[src/rtl/acc_seq_pkg.sv]
package acc_seq_pkg;
    parameter int DW    = 8;
    parameter int AW    = 4;
    parameter int NSTEP = 6;
    localparam int OPW  = DW - AW;

    localparam logic [OPW-1:0] OP_LDA = OPW'(0);
    localparam logic [OPW-1:0] OP_ADD = OPW'(1);
    localparam logic [OPW-1:0] OP_HLT = {OPW{1'b1}};

    // step indices into the one-hot ring
    localparam int ST_ADDR = 0;
    localparam int ST_INCR = 1;
    localparam int ST_MEM  = 2;
    localparam int ST_EX1  = 3;
    localparam int ST_EX2  = 4;
    localparam int ST_EX3  = 5;

    typedef struct packed {
        logic pc_oe;
        logic ram_oe;
        logic ir_oe;
        logic sum_oe;
        logic mar_ld;
        logic ir_ld;
        logic a_ld;
        logic tmp_ld;
        logic pc_inc;
    } ctl_t;

    function automatic logic [OPW-1:0] op_field(input logic [DW-1:0] w);
        return w[DW-1:AW];
    endfunction

    function automatic logic [AW-1:0] addr_field(input logic [DW-1:0] w);
        return w[AW-1:0];
    endfunction
endpackage

[src/rtl/acc_step_ring.sv]
module acc_step_ring #(
    parameter int NSTEP = acc_seq_pkg::NSTEP
) (
    input  logic             clk,
    input  logic             rst,
    input  logic             hold,
    output logic [NSTEP-1:0] step
);
    always_ff @(posedge clk) begin
        if (rst)
            step <= NSTEP'(1);
        else if (!hold)
            step <= {step[NSTEP-2:0], step[NSTEP-1]};
    end

    // exactly one step active
    a_r2_ring_onehot: assert property (@(posedge clk) disable iff (rst)
        $onehot(step));

    // stop holds the ring
    a_r8_halt_freeze: assert property (@(posedge clk) disable iff (rst)
        hold |=> $stable(step));
endmodule

[src/rtl/acc_ctl_decode.sv]
module acc_ctl_decode
    import acc_seq_pkg::*;
#(
    parameter int NSTEP = acc_seq_pkg::NSTEP,
    parameter int OPW_P = acc_seq_pkg::OPW
) (
    input  logic             clk,
    input  logic             rst,
    input  logic [NSTEP-1:0] step,
    input  logic [OPW_P-1:0] opcode,
    output ctl_t             ctl,
    output logic             hold
);
    logic is_lda, is_add, is_hlt;

    always_comb begin
        is_lda = (opcode == OP_LDA);
        is_add = (opcode == OP_ADD);
        is_hlt = (opcode == OP_HLT);
        ctl    = '0;
        hold   = 1'b0;
        if (step[ST_ADDR]) begin
            ctl.pc_oe  = 1'b1;
            ctl.mar_ld = 1'b1;
        end
        if (step[ST_INCR])
            ctl.pc_inc = 1'b1;
        if (step[ST_MEM]) begin
            ctl.ram_oe = 1'b1;
            ctl.ir_ld  = 1'b1;
        end
        if (step[ST_EX1]) begin
            if (is_hlt)
                hold = 1'b1;
            else if (is_lda || is_add) begin
                ctl.ir_oe  = 1'b1;
                ctl.mar_ld = 1'b1;
            end
        end
        if (step[ST_EX2]) begin
            if (is_lda) begin
                ctl.ram_oe = 1'b1;
                ctl.a_ld   = 1'b1;
            end else if (is_add) begin
                ctl.ram_oe = 1'b1;
                ctl.tmp_ld = 1'b1;
            end
        end
        if (step[ST_EX3] && is_add) begin
            ctl.sum_oe = 1'b1;
            ctl.a_ld   = 1'b1;
        end
    end

    // one bus driver at most
    a_r3_one_driver: assert property (@(posedge clk) disable iff (rst)
        $onehot0({ctl.pc_oe, ctl.ram_oe, ctl.ir_oe, ctl.sum_oe}));

    // no register load while stopped
    a_r8_no_load_halted: assert property (@(posedge clk) disable iff (rst)
        hold |-> !(ctl.a_ld || ctl.mar_ld || ctl.ir_ld || ctl.tmp_ld || ctl.pc_inc));
endmodule

[src/rtl/acc_datapath.sv]
module acc_datapath
    import acc_seq_pkg::*;
#(
    parameter int DW_P = acc_seq_pkg::DW,
    parameter int AW_P = acc_seq_pkg::AW
) (
    input  logic            clk,
    input  logic            rst,
    input  ctl_t            ctl,
    input  logic            prog_we,
    input  logic [AW_P-1:0] prog_addr,
    input  logic [DW_P-1:0] prog_data,
    output logic [DW_P-1:0] acc,
    output logic [AW_P-1:0] pc,
    output logic [DW_P-1:0] ir,
    output logic [DW_P-1:0] bus
);
    localparam int DEPTH = 1 << AW_P;

    logic [DW_P-1:0] mem [DEPTH];
    logic [AW_P-1:0] mar;
    logic [DW_P-1:0] tmp;
    logic [DW_P-1:0] ram_rd;
    logic [DW_P-1:0] sum;

    assign ram_rd = mem[mar];
    assign sum    = acc + tmp;

    // wired-OR bus; decoder guarantees a single enable
    assign bus = ({DW_P{ctl.pc_oe}}  & DW_P'(pc))
               | ({DW_P{ctl.ram_oe}} & ram_rd)
               | ({DW_P{ctl.ir_oe}}  & DW_P'(ir[AW_P-1:0]))
               | ({DW_P{ctl.sum_oe}} & sum);

    always_ff @(posedge clk) begin
        if (prog_we)
            mem[prog_addr] <= prog_data;
    end

    always_ff @(posedge clk) begin
        if (rst) begin
            pc  <= '0;
            mar <= '0;
            ir  <= '0;
            acc <= '0;
            tmp <= '0;
        end else begin
            if (ctl.pc_inc) pc  <= pc + 1'b1;
            if (ctl.mar_ld) mar <= bus[AW_P-1:0];
            if (ctl.ir_ld)  ir  <= bus;
            if (ctl.a_ld)   acc <= bus;
            if (ctl.tmp_ld) tmp <= bus;
        end
    end

    // increment step
    a_r4_pc_step: assert property (@(posedge clk) disable iff (rst)
        ctl.pc_inc |=> pc == AW_P'($past(pc) + 1'b1));

    // fetch captures the addressed word
    a_r5_ir_fetch: assert property (@(posedge clk) disable iff (rst)
        ctl.ir_ld |=> ir == $past(ram_rd));

    // load writes memory word into accumulator
    a_r6_load_acc: assert property (@(posedge clk) disable iff (rst)
        (ctl.a_ld && ctl.ram_oe) |=> acc == $past(ram_rd));

    // single add per instruction
    a_r7_add_once: assert property (@(posedge clk) disable iff (rst)
        ctl.sum_oe |=> acc == DW_P'($past(acc) + $past(tmp)));
endmodule

[src/rtl/acc_seq_top.sv]
module acc_seq_top
    import acc_seq_pkg::*;
(
    input  logic          clk,
    input  logic          rst,
    input  logic          prog_we,
    input  logic [AW-1:0] prog_addr,
    input  logic [DW-1:0] prog_data,
    output logic [DW-1:0] acc_out,
    output logic [AW-1:0] pc_out,
    output logic [NSTEP-1:0] tstate,
    output logic          halted,
    output logic [DW-1:0] bus_out
);
    ctl_t          ctl;
    logic          hold;
    logic [DW-1:0] ir;

    acc_step_ring #(.NSTEP(NSTEP)) u_ring (
        .clk  (clk),
        .rst  (rst),
        .hold (hold),
        .step (tstate)
    );

    acc_ctl_decode #(.NSTEP(NSTEP), .OPW_P(OPW)) u_dec (
        .clk    (clk),
        .rst    (rst),
        .step   (tstate),
        .opcode (op_field(ir)),
        .ctl    (ctl),
        .hold   (hold)
    );

    acc_datapath #(.DW_P(DW), .AW_P(AW)) u_dp (
        .clk       (clk),
        .rst       (rst),
        .ctl       (ctl),
        .prog_we   (prog_we),
        .prog_addr (prog_addr),
        .prog_data (prog_data),
        .acc       (acc_out),
        .pc        (pc_out),
        .ir        (ir),
        .bus       (bus_out)
    );

    assign halted = hold;

    // clean state right after reset
    a_r1_reset_state: assert property (@(posedge clk)
        rst |=> (tstate == NSTEP'(1) && pc_out == '0 && acc_out == '0));
endmodule

[config.mk]
export PLATFORM = sky130hd
export DESIGN_NAME = acc_seq_top
export DESIGN_NICKNAME = d
export VERILOG_FILES = /design/src/rtl/acc_seq_pkg.sv /design/src/rtl/acc_step_ring.sv /design/src/rtl/acc_ctl_decode.sv /design/src/rtl/acc_datapath.sv /design/src/rtl/acc_seq_top.sv
export SDC_FILE = /design/constraint.sdc
export NUM_CORES = 1
export LEC_CHECK = 0
export CAP_MARGIN = 30
export CORE_AREA = 2 2 109 111
export DETAILED_ROUTE_END_ITERATION = 10
export DIE_AREA = 0 0 111 113
export PLACE_DENSITY = 0.88
export SLEW_MARGIN = 20
export SYNTH_ARGS = -nofsm -noshare
export SYNTH_HDL_FRONTEND = slang
export SYNTH_SLANG_ARGS = --single-unit
[constraint.sdc]
create_clock -name clk -period 6.5 [get_ports clk]
set_input_delay 1.625 -clock clk [delete_from_list [all_inputs] [get_ports clk]]
set_output_delay 1.625 -clock clk [all_outputs]
set_load 0.03 [all_outputs]
==> results_dict.tcl <==
set metrics [dict create \
    slowest_stage "clkdlybuf4s50_1" \
    clock-sinks 170 \
    final_common_cell "edfxtp_1" \
    ir_drop_mv 0.263 \
    rrSetupSlack_ns 3.98 \
    stdcell_area_mm2 0.00817 \
    post-route-util_pct 72.4 \
    synth-seq-area-share_pct 66.9 \
    placedInstanceArea_mm2 0.00755 \
    track_usage_pct 25.1 \
    cts_setup_buffers 0 \
    die-area_mm2 0.0125 \
    wire_per_inst_um 23.1 \
    io_buffers 41 \
    synth_edf_count 128 \
    fin_cells 648 \
    p_per_area_mw_per_mm2 287 \
    core_mm2 0.0113 \
    fin_nets 516 \
    setup_viol 0 \
    synthArstFlopShare_pct 0 \
    vias_per_cell 6.38 \
    min_from "u_dp.ir[0]$_SDFFE_PP0P_" \
    fillCellCount 696 \
    clk_pin_slew_ns 0.06 \
    max_slew_margin_pct 35.4 \
    clockRootBuffer "clkbuf_16" \
    grt_pass1_wl_um 22700 \
    leakage_nw 2.76 \
    cts_resized 0 \
    crit_buf_inv 2 \
    drt_iter0_drc 491 \
    fp.dieH_um 113 \
    hold_ws_ns 0.512 \
    area_growth_pct 16.7 \
    setup_slack_ns 1.56 \
    layout_common_cells "edfxtp_1, nor2_1, clkdlybuf4s50_1" \
    grt_pass1_vias 4198 \
    rr_endpoint "u_dp.tmp[6]$_SDFFE_PP0P_" \
    whs_path_depth 2 \
    num_vias 4137 \
    maxSlewViolCount 0 \
    first_pass_iters 5 \
    reg2regPathDepth 7 \
    hold_viol_final 0 \
    rsz0062_at_grt "no" \
    min_to "u_dp.ir[0]$_SDFFE_PP0P_" \
    io_pins 42 \
    yosys_most_used_dff "edfxtp_1" \
    worstMarginPinSlew_ns 0.966 \
    placedCellCount 611 \
    max_stage_delay_ns 0.61 \
    drc 0 \
    hold_buffers 0 \
    routabilityCongestion 0.830 \
    skew_ns 0.00742 \
    worstSetupEndpointType "primary output" \
    synth_area_per_cell_um2 15.8 \
    synth_nets 467 \
    start_kind "register" \
    gr-total-overflow 0 \
    finalSetupTns_ns 0 \
    crit_path_cell_trace "ha_1, fa_1, a211oi_1, o21ai_0, a21o_1, a31oi_1, inv_1, clkdlybuf4s50_1" \
    cts_buffers 17 \
    synth_cell_type_count 53 \
    critPathArrivalTime_ns 3.32 \
    synth_area_mm2 0.00700 \
    htree_num_levels 4 \
    drive_gt1_share_pct 17.8 \
    cts_tree "built" \
    hpwl_um 9380 \
    status "completed" \
    synth.ff_latch_count 170 \
    n_antenna_cell 0 \
    grt_max_degree 39 \
    syn_inst 443 \
    start_util_pct 62.1 \
    cap_violations 0 \
    postRouteAntennaNets 0 \
    fp.dieW_um 111 \
    rows 39 \
    r2r-start "u_dp.acc[0]$_SDFFE_PP0P_" \
    yosysWarnings 0 \
    critical_path.max_fanout 4 \
    fin_crit_ns 4.94 \
    worstHoldPathType "reg2reg" \
    dp_slack_ns 1.86 \
    power_mw 2.34 \
    criticalPathCategory "reg2out" \
    required_ns 4.88 \
    antenna_found_initial 1 \
    period_share_pct 76.1 \
    fmax_ghz 0.202 \
    insertion_delay_ns 0.43 \
    crit_family "compound AO/OA/AOI/OAI gates" \
    ctsLongestPathBuffers 2 \
    wirelength_um 15000 \
]
-- cell type report --
cell class	count	area [µm²]	area share, %
Clock buffer	18	429	5.26
Clock inverter	14	134	1.64
Inverter	10	37.5	0.460
Multi-Input combinational cell	239	2160	26.4
Sequential cell	170	4690	57.4
Tap cell	143	179	2.19
Timing Repair Buffer	54	544	6.66
-- registers in the layout, indices dropped and copies added, names as in the netlist, named ones only --
name and cells:
u_dp.mar 4, u_ring.step 6, u_dp.ir 8, u_dp.tmp 8
u_dp.acc 8, u_dp.pc 4, u_dp.mem 128
-- worst max path at each step --
stage          slack, ns    endpoint  depth (start not counted)                      from
3_5_place_dp        1.86  bus_out[0]                          6                  register
4_1_cts             1.39  bus_out[0]                          6                  register
6_report            1.56  bus_out[6]                          8  u_dp.acc[0]$_SDFFE_PP0P_
5_1_grt             1.47  bus_out[6]                          8  u_dp.acc[0]$_SDFFE_PP0P_
3_3_place_gp        1.92  bus_out[0]                          6                  register
2_1_floorplan       2.71  bus_out[6]                          7  u_dp.acc[0]$_SDFFE_PP0P_
-- power breakdown --
group	internal, mW	switching [mW]	leakage (nW)	total [mW]
Clock	0.535	0.427	0.278	0.962
Sequential	1.19	0.0261	1.50	1.22
Combinational	0.0760	0.0878	0.988	0.164
-- cell usage after synthesis, drive strengths merged (5+ instances only) --
library cell / instances / area [µm²]
nor2: 63 / 244
a21o: 5 / 37.5
o21ai: 7 / 35.0
dfxtp: 42 / 841
mux4: 27 / 616
buf: 13 / 91.3
nor3: 6 / 52.6
a211oi: 29 / 228
edfxtp: 128 / 3840
nand2: 6 / 22.5
inv: 10 / 37.5
clkbuf: 11 / 41.3
ha: 8 / 100
nand3: 5 / 25.0
a21oi: 5 / 32.5
mux2i: 33 / 330
-- logic make-up after synthesis --
group | count (synthesis) | synth area share [%]
mux | 61 | 13.7
simple gates | 98 | 6.79
flops | 170 | 66.9
compound gates | 66 | 7.81
fa+ha+maj | 9 | 1.72
xor+xnor | 5 | 0.626
buf+inv | 34 | 2.43
-- tightest hold or removal path, stage by stage, from the launching register on --
cell	delay, ns
dfxtp_1	0.32
nor2_1	0.09
a211oi_1	0.05
-- routing by layer --
| metal | routed length, µm | part of all wire (%) | GRT usage, % |
|---|---|---|---|
| met5 | 0 | 0 | 0 |
| met4 | 468 | 3.1 | 14.5 |
| met2 | 7830 | 52 | 41.0 |
| met1 | 5670 | 38 | 29.9 |
| met3 | 994 | 6.6 | 7.61 |
Note: power is estimated with default switching activity, not from simulation.
